`src/rtl/dma_ctl_pkg.sv`:
```
package dma_ctl_pkg;
  localparam int REG_W       = 32;
  localparam int NUM_REGS    = 8;
  localparam int IDX_W       = $clog2(NUM_REGS);
  localparam logic [3:0] VERSION = 4'hA;

  localparam int IDX_DISK_CTL  = 0;
  localparam int IDX_DISK_ADDR = 1;
  localparam int IDX_NET_CTL   = 4;

  localparam int BIT_PEND   = 0;
  localparam int BIT_IEN    = 4;
  localparam int BIT_DRAIN  = 6;
  localparam int BIT_RESET  = 7;
  localparam int BIT_LOADED = 26;

  localparam logic [REG_W-1:0] CTL_RESET_VAL = {VERSION, {(REG_W-4){1'b0}}};
endpackage

```
`src/rtl/dma_ctl_decode.sv`:
```
module dma_ctl_decode
  import dma_ctl_pkg::*;
#(
  parameter int ADDR_W = 8
) (
  input  logic                bus_wr,
  input  logic [ADDR_W-1:0]   bus_addr,
  output logic [IDX_W-1:0]    idx,
  output logic [NUM_REGS-1:0] wr_sel
);
  assign idx = bus_addr[IDX_W+1:2];

  always_comb begin
    wr_sel = '0;
    if (bus_wr) wr_sel[idx] = 1'b1;
  end
endmodule

```
`src/rtl/dma_ctl_word_fix.sv`:
```
module dma_ctl_word_fix
  import dma_ctl_pkg::*;
#(
  parameter bit DRAIN_RULE = 1'b1
) (
  input  logic [REG_W-1:0] raw,
  output logic [REG_W-1:0] fixed
);
  logic [REG_W-1:0] mid;

  generate
    if (DRAIN_RULE) begin : g_drain
      always_comb begin
        mid = raw;
        if (!raw[BIT_RESET]) begin
          if (raw[BIT_DRAIN])   mid[BIT_DRAIN] = 1'b0;
          else if (raw == '0)   mid[BIT_DRAIN] = 1'b1;
        end
      end
    end else begin : g_plain
      assign mid = raw;
    end
  endgenerate

  assign fixed = {VERSION, mid[REG_W-5:0]};
endmodule

```
`src/rtl/dma_ctl_chan_line.sv`:
```
module dma_ctl_chan_line
  import dma_ctl_pkg::*;
(
  input  logic clk,
  input  logic rst_n,
  input  logic ctl_wr,
  input  logic ctl_ien,
  input  logic ctl_reset,
  input  logic raise,
  input  logic clear,
  output logic irq,
  output logic rst_pulse
);
  logic irq_d, pulse_d;

  always_comb begin
    irq_d = irq;
    if (ctl_wr && !ctl_ien) irq_d = 1'b0;
    if (raise)              irq_d = 1'b1;
    if (clear)              irq_d = 1'b0;
    pulse_d = ctl_wr && ctl_reset;
  end

  always_ff @(posedge clk or negedge rst_n) begin
    if (!rst_n) begin
      irq       <= 1'b0;
      rst_pulse <= 1'b0;
    end else begin
      irq       <= irq_d;
      rst_pulse <= pulse_d;
    end
  end
endmodule

```
`src/rtl/dma_ctl_regfile.sv`:
```
module dma_ctl_regfile
  import dma_ctl_pkg::*;
#(
  parameter int ADDR_W = 8,
  parameter int LEN_W  = 16
) (
  input  logic              clk,
  input  logic              rst_n,
  input  logic              bus_wr,
  input  logic [ADDR_W-1:0] bus_addr,
  input  logic [31:0]       bus_wdata,
  output logic [31:0]       bus_rdata,
  input  logic              done_valid,
  input  logic [LEN_W-1:0]  done_len,
  input  logic              irq_raise,
  input  logic              irq_clear,
  input  logic              net_irq_req,
  output logic              disk_irq,
  output logic              net_irq,
  output logic              disk_rst_pulse,
  output logic              net_rst_pulse
);
  logic [1:0] rst_sync_q;
  logic       rst_int_n;

  always_ff @(posedge clk or negedge rst_n) begin
    if (!rst_n) rst_sync_q <= 2'b00;
    else        rst_sync_q <= {rst_sync_q[0], 1'b1};
  end
  assign rst_int_n = rst_sync_q[1];

  logic [IDX_W-1:0]    idx;
  logic [NUM_REGS-1:0] wr_sel;

  dma_ctl_decode #(.ADDR_W(ADDR_W)) i_decode (
    .bus_wr (bus_wr),
    .bus_addr (bus_addr),
    .idx    (idx),
    .wr_sel (wr_sel)
  );

  logic [REG_W-1:0] disk_fix, net_fix;

  dma_ctl_word_fix #(.DRAIN_RULE(1'b1)) i_fix_disk (
    .raw (bus_wdata), .fixed (disk_fix)
  );
  dma_ctl_word_fix #(.DRAIN_RULE(1'b0)) i_fix_net (
    .raw (bus_wdata), .fixed (net_fix)
  );

  logic [REG_W-1:0] disk_ctl_q, disk_ctl_d;
  logic [REG_W-1:0] disk_addr_q, disk_addr_d;
  logic [REG_W-1:0] net_ctl_q, net_ctl_d;
  logic [REG_W-1:0] base_addr;
  logic [REG_W-1:0] regs_view [NUM_REGS];

  always_comb begin
    disk_ctl_d = disk_ctl_q;
    if (wr_sel[IDX_DISK_CTL])  disk_ctl_d = disk_fix;
    if (wr_sel[IDX_DISK_ADDR]) disk_ctl_d[BIT_LOADED] = 1'b1;
    if (done_valid)            disk_ctl_d[BIT_PEND] = 1'b1;
    if (irq_raise)             disk_ctl_d[BIT_PEND] = 1'b1;
    if (irq_clear)             disk_ctl_d[BIT_PEND] = 1'b0;

    base_addr   = wr_sel[IDX_DISK_ADDR] ? bus_wdata : disk_addr_q;
    disk_addr_d = base_addr;
    if (done_valid)
      disk_addr_d = base_addr + {{(REG_W-LEN_W){1'b0}}, done_len};

    net_ctl_d = wr_sel[IDX_NET_CTL] ? net_fix : net_ctl_q;
  end

  always_ff @(posedge clk or negedge rst_int_n) begin
    if (!rst_int_n) begin
      disk_ctl_q  <= CTL_RESET_VAL;
      disk_addr_q <= '0;
      net_ctl_q   <= CTL_RESET_VAL;
    end else begin
      disk_ctl_q  <= disk_ctl_d;
      disk_addr_q <= disk_addr_d;
      net_ctl_q   <= net_ctl_d;
    end
  end

  genvar gi;
  generate
    for (gi = 0; gi < NUM_REGS; gi++) begin : g_reg
      if (gi == IDX_DISK_CTL) begin : g_dc
        assign regs_view[gi] = disk_ctl_q;
      end else if (gi == IDX_DISK_ADDR) begin : g_da
        assign regs_view[gi] = disk_addr_q;
      end else if (gi == IDX_NET_CTL) begin : g_nc
        assign regs_view[gi] = net_ctl_q;
      end else begin : g_plain
        logic [REG_W-1:0] plain_q, plain_d;
        always_comb plain_d = wr_sel[gi] ? bus_wdata : plain_q;
        always_ff @(posedge clk or negedge rst_int_n) begin
          if (!rst_int_n) plain_q <= '0;
          else            plain_q <= plain_d;
        end
        assign regs_view[gi] = plain_q;
      end
    end
  endgenerate

  assign bus_rdata = regs_view[idx];

  dma_ctl_chan_line i_disk_line (
    .clk       (clk),
    .rst_n     (rst_int_n),
    .ctl_wr    (wr_sel[IDX_DISK_CTL]),
    .ctl_ien   (bus_wdata[BIT_IEN]),
    .ctl_reset (bus_wdata[BIT_RESET]),
    .raise     (irq_raise),
    .clear     (irq_clear),
    .irq       (disk_irq),
    .rst_pulse (disk_rst_pulse)
  );

  dma_ctl_chan_line i_net_line (
    .clk       (clk),
    .rst_n     (rst_int_n),
    .ctl_wr    (wr_sel[IDX_NET_CTL]),
    .ctl_ien   (bus_wdata[BIT_IEN]),
    .ctl_reset (bus_wdata[BIT_RESET]),
    .raise     (net_irq_req),
    .clear     (1'b0),
    .irq       (net_irq),
    .rst_pulse (net_rst_pulse)
  );
endmodule

```
`config.mk`:
```
export PLATFORM = sky130hd
export DESIGN_NAME = dma_ctl_regfile
export DESIGN_NICKNAME = d
export VERILOG_FILES = /design/src/rtl/dma_ctl_pkg.sv /design/src/rtl/dma_ctl_decode.sv /design/src/rtl/dma_ctl_word_fix.sv /design/src/rtl/dma_ctl_chan_line.sv /design/src/rtl/dma_ctl_regfile.sv
export SDC_FILE = /design/constraint.sdc
export NUM_CORES = 1
export LEC_CHECK = 0
export ABC_AREA = 1
export BUFFER_PORTS_ARGS = -buffer_cell sky130_fd_sc_hd__buf_4
export CAP_MARGIN = 0
export CORE_MARGIN = 2
export CORE_UTILIZATION = 55
export DETAILED_ROUTE_END_ITERATION = 8
export PLACE_DENSITY = 0.74
export SLEW_MARGIN = 20
export SYNTH_ARGS = -nofsm -noshare
export SYNTH_HDL_FRONTEND = slang
export SYNTH_SLANG_ARGS = --single-unit
```
`constraint.sdc`:
```
create_clock -name clk -period 7.9 [get_ports clk]
set_input_delay 1.58 -clock clk [delete_from_list [all_inputs] [get_ports clk]]
set_output_delay 1.58 -clock clk [all_outputs]
set_load 0.02 [all_outputs]
```
==> Yosys cells after proc, flatten, opt, wreduce, memory -nomap -nowiden <==
Cells that the tools add are included.
{ "totals": {"elab_cells": 52, "inputBits": 63, "ff_bits": 254, "latch_bits": 0, "out_inout_bits": 36, "mem_bits_ro": 0, "mem_bits_rw": 0, "memories": 0} }
{ "op_classes": {"order_cmp": 3, "bitwise": 1, "n_addsub": 1, "n_mul": 0, "reduce_logical": 11, "mux": 21, "eq_ne": 0, "shift": 0, "n_div": 0} }
{ "op_table": {"columns": ["operator", "n"], "rows": [
  ["32-bit two-way mux", 4],
  ["32-bit binary-select mux with 3-bit select", 1],
  ["32-bit by 16-bit adder with 32-bit output", 1],
  ["32-bit logical NOT", 1],
  ["27-bit two-way mux", 1],
  ["1-bit two-way mux", 13],
  ["8-bit two-way mux", 1],
  ["1-bit logical AND", 5],
  ["4-bit greater-or-equal comparator (second input constant)", 1],
  ["3-bit by 4-bit < comparator with 1-bit output (second input constant)", 1],
  ["3-bit NOT with 4-bit output", 1],
  ["2-bit nonzero test", 2],
  ["4-bit nonzero test", 1],
  ["1-bit demux with 3-bit select", 1],
  ["3-bit by 1-bit greater-or-equal comparator with 1-bit output (second input constant)", 1],
  ["3-bit nonzero test", 1],
  ["1-bit logical NOT", 1]
]} }

==> Depth between registers and ports, before layout <==
{ "depth": {"word_depth": 9, "depth_mapped": 23} }

==> Hierarchy <==
From an unflattened synthesis, not the netlist that was laid out.
{ "hier_totals": {"cells_unflattened": 1847, "hier_area_um2": 14222.4} }
{ "by_module_without_submodules": {"columns": ["module", "area_each_um2", "cells_each", "instances", "seq_area_each_um2"], "rows": [
  ["dma_ctl_regfile", 13356.6, 1706, 1, 6461.2],
  ["dma_ctl_word_fix at i_fix_disk", 361.6, 65, 1, 0.0],
  ["dma_ctl_word_fix at i_fix_net", 247.7, 34, 1, 0.0],
  ["dma_ctl_chan_line", 85.1, 11, 2, 50.0],
  ["dma_ctl_decode", 86.3, 20, 1, 0.0]
]} }

==> Least setup slack after synthesis <==
No wires, ideal clock.
{ "synth_timing": {"kind": "input -> output", "from": "input bus_addr[2]", "to": "output bus_rdata[29]", "t_required_ps": 6320, "path_slack_ps": 3569, "t_arrival_ps": 2751, "path_buffers": 3, "path_stages": 5, "cell_sequence": "buf_4 -> clkbuf_1 -> clkbuf_1 -> nor2_1 -> o2111ai_1"} }
{ "synth_between": {"elab_chain_cells": 4} }
{ "synth_rtl": {"columns": ["item", "line", "source"], "rows": [
  ["from (decl)", "dma_ctl_regfile.sv:10", "input logic [ADDR_W-1:0] bus_addr,"],
  ["3-bit NOT with 4-bit output (implied by the code)", "dma_ctl_regfile.sv:106", "assign bus_rdata = regs_view[idx];"],
  ["32-bit binary-select mux with 3-bit select", "dma_ctl_regfile.sv:106", null],
  ["32-bit two-way mux (implied by the code) (2 in series)", "dma_ctl_regfile.sv:106", null],
  ["to (decl)", "dma_ctl_regfile.sv:12", "output logic [31:0] bus_rdata,"]
]} }
No other way between the ends. The select of a mux whose other input is x is not followed.

==> Final worst setup path <==
{ "layout_timing": {"from": "input bus_addr[2]", "to": "output bus_rdata[11]"} }
The elaborated chain is that of the path after synthesis.

==> summary.md <==
| Metric | Value |
|---|---|
| Post-route cell area | `approximately 15000 um2` |
| Die width | `about 160 um` |
| Max IR drop VDD | `about 140 uV` |
| Most frequent cells in the layout | `nand2_1, o21ai_0, dfrtp_1` |
| CTS resizes | `0` |
| Power per Cell Area | `a little under 300 nW/um2` |
| Die area | `~24000 um2` |
| First-pass GRT wire length | `about 56 mm` |
| Antenna violations before repair | `0` |
| Ys async rst share | `100%` |
| Synth-to-Final Area Change | `14.7%` |
| Die height | `156 um` |
| Core area | `approximately 23000 um2` |
| Placed inst area | `between 10000 and 15000 um2` |
| Final ANT Viol Nets | `0` |
| Post-CTS Setup Repair Bufs | `0` |
| Final Hold Viols | `0` |
| Worst path max stage delay | `0.82 ns` |
| WL final | `about 35 mm` |
| CP Capture Type | `primary output` |
| Clock Root Buffer | `clkbuf_16` |
| Register-to-register setup slack | `around 5.4 ns` |
| Drt wl/cell | `17.8 um` |
| CP Launch Type | `input pin` |
| Period utilization | `70.7%` |
| Vias per std cell | `roughly 5.7` |
| DRC Markers | `0` |
| Number of inserted diodes | `0` |
| Final setup viols | `0` |
| First-pass DRT Iterations | `7` |
| CTS Buf Count | `28` |
| Final nets | `1735` |
| Mapped Cells | `between 1500 and 2000` |
| Clk buf depth | `3` |
| Cell Area, Synth | `between 10000 and 15000 um2` |
| # rows | `55` |
| Overflow after GRT | `0` |
| Ys flop type | `dfrtp_1` |
| CTS Hold Bufs | `0` |
| Slowest stage cell, crit path | `inv_2` |
| Worst path required time | `between 6 and 7 ns` |
| RSZ-0062 raised after global routing | `false` |
| Post-DP HPWL | `~22 mm` |
| EDFF count, synth | `0` |
| Register bit total from synthesis | `~250` |
| Critical Path, Cell by Cell | `buf_4, inv_2, buf_4, a21oi_1, o21ai_0, o2111ai_1, buf_4` |
| Initial core utilization | `~56%` |
| GR Util All Layers | `29.2%` |
| Mapped Nets | `1691` |
| H-tree Lvls | `1` |
| Yosys Warn Count | `0` |
| Layout Skew | `0.0161 ns` |
| Number of global-route vias before repair | `around 11000` |
| Largest net degree at the start of global routing | `between 150 and 200` |
| Main area contributors after synthesis | `dfrtp_1, o21ai_0, nand2_1, nor2_1, inv_1` |
| Max Freq | `~180 MHz` |
| TritonCTS clock tree | `built` |
| Yosys top cell area share | `approximately 50%` |
| Arrival time worst endpoint | `between 4 and 5 ns` |
| Layout cells sized above 1 | `a little over a tenth` |
| GPL Wtd Cong | `between 0.9 and 1` |
| Hold Crit Class | `reg -> async` |
| Hold_ws | `around 0.24 ns` |
| Max transition margin | `about a third` |
| CP max FO | `53` |
| Clock Latency Late Sink | `around 0.53 ns` |
| Filler cells | `~2000` |
| Commonest non-fill, non-tap cell in the layout | `nand2_1` |
| Average cell area after synthesis | `7.85 um2` |
| Setup_tns | `0 ns` |
| Worst path most repeated cell | `buf_4` |
| Port Buf Inserts | `93` |
| Routed vias | `11200` |
| Worst-Margin Slew | `1.01 ns` |
| Seq/Total Area, Yosys | `about half` |
| Max cap viols | `0` |
| Fin crit period | `about 5.6 ns` |
| Setup Crit Path Kind | `in -> out` |
| Area leader, netlist | `dfrtp_1` |
| Ports | `between 90 and 100` |
| Synth unique cells | `37` |
| LEAKAGE | `approximately 7 nW` |
| Run status | `completed` |
| Starting DRT DRC Count | `1176` |
| Slew Limit Fails | `0` |
| Clock-pin slew on the worst setup and hold paths | `about 0.06 ns` |
| CTS Sinks | `between 200 and 300` |
[cells by family after synthesis]
| kind of cell | after synthesis | share of synthesized area [%] |
|---|---|---|
| other cells | 1 | 0.0297 |
| flops | 254 | 50.3 |
| buf+inv | 224 | 6.93 |
| compound gates | 455 | 19.6 |
| fa+ha+maj | 17 | 1.74 |
| xor+xnor | 22 | 1.52 |
| simple gates | 638 | 19.9 |
[final timing paths]
check	end	startpoint	depth (start not counted)
min in group clk	rst_sync_q[1]$_DFF_PN0_	rst_sync_q[0]$_DFF_PN0_	0
worst min register to register	g_reg[6].g_plain.plain_q[27]$_DFFE_PN0P_	rst_sync_q[1]$_DFF_PN0_	0
worst max-delay path	bus_rdata[11]	bus_addr[2]	7
max in group asynchronous	g_reg[7].g_plain.plain_q[5]$_DFFE_PN0P_	rst_sync_q[1]$_DFF_PN0_	1
worst max register to register	disk_addr_q[20]$_DFF_PN0_	disk_addr_q[0]$_DFF_PN0_	15
worst min-delay path	g_reg[6].g_plain.plain_q[27]$_DFFE_PN0P_	rst_sync_q[1]$_DFF_PN0_	0
[critical path: cells and delay by family]
kind                   cells  cell delay [ns]
AO/OA/AOI/OAI              3             0.50
buffers and inverters      4             1.86
[cell type report]
type | instances | area (um2) | share of cell area, %
clock buffers | 43 | 898 | 6.19
clock inverters | 9 | 124 | 0.854
inverters | 133 | 502 | 3.46
multi-input cells | 1133 | 5440 | 37.5
flip-flops and latches | 254 | 6360 | 43.8
well taps | 285 | 357 | 2.46
repair buffers | 105 | 821 | 5.66
[registers in the layout, indices dropped and copies added (netlist names)]
signal,flops
i_disk_line.irq,1
g.g_plain.plain_q,160
disk_ctl_q,28
i_net_line.rst_pulse,1
i_disk_line.rst_pulse,1
disk_addr_q,32
rst_sync_q,2
net_ctl_q,28
i_net_line.irq,1
[layer usage]
metal  vias up  wire length, um  part of all wire, %  GRT usage, %
met1      5280            16200                   47          44.6
met2       451            15000                   43          43.3
met5         -                0                    0             0
met4         0              717                  2.1          7.60
li1       5374                -                    -             -
met3        60             2880                  8.3          5.11
[power breakdown]
group          total [mW]  internal, mW  switching (mW)
clock network        1.40         0.877           0.527
logic                1.13         0.409           0.719
registers            1.73          1.58           0.144
[cells in the mapped netlist (all sizes together) (8+ instances only)]
cell type / instances
a21oi: 39
buf: 12
clkbuf: 79
dfrtp: 254
ha: 16
inv: 132
nand2: 415
nand3: 34
nand4: 11
nor2: 171
o2111ai: 30
o211ai: 24
o21ai: 349
xnor2: 14
xor2: 8
[per-stage QoR]
| stage | util, % | std cells | worst slack, ns | power [mW] |
|---|---|---|---|---|
| after floorplan | - | 1611 | 0.297 | 2.53 |
| final | 64.1 | 1962 | 2.31 | 4.26 |
| after global placement | 59.4 | 1909 | 2.38 | 2.81 |
| after detailed placement | 59.4 | 1909 | 2.38 | 2.85 |
| after CTS | 63.9 | 1961 | 2.35 | 4.26 |
| after global routing | 64.1 | 1962 | 2.17 | 4.51 |
Note: power is estimated with default switching activity, not from simulation.
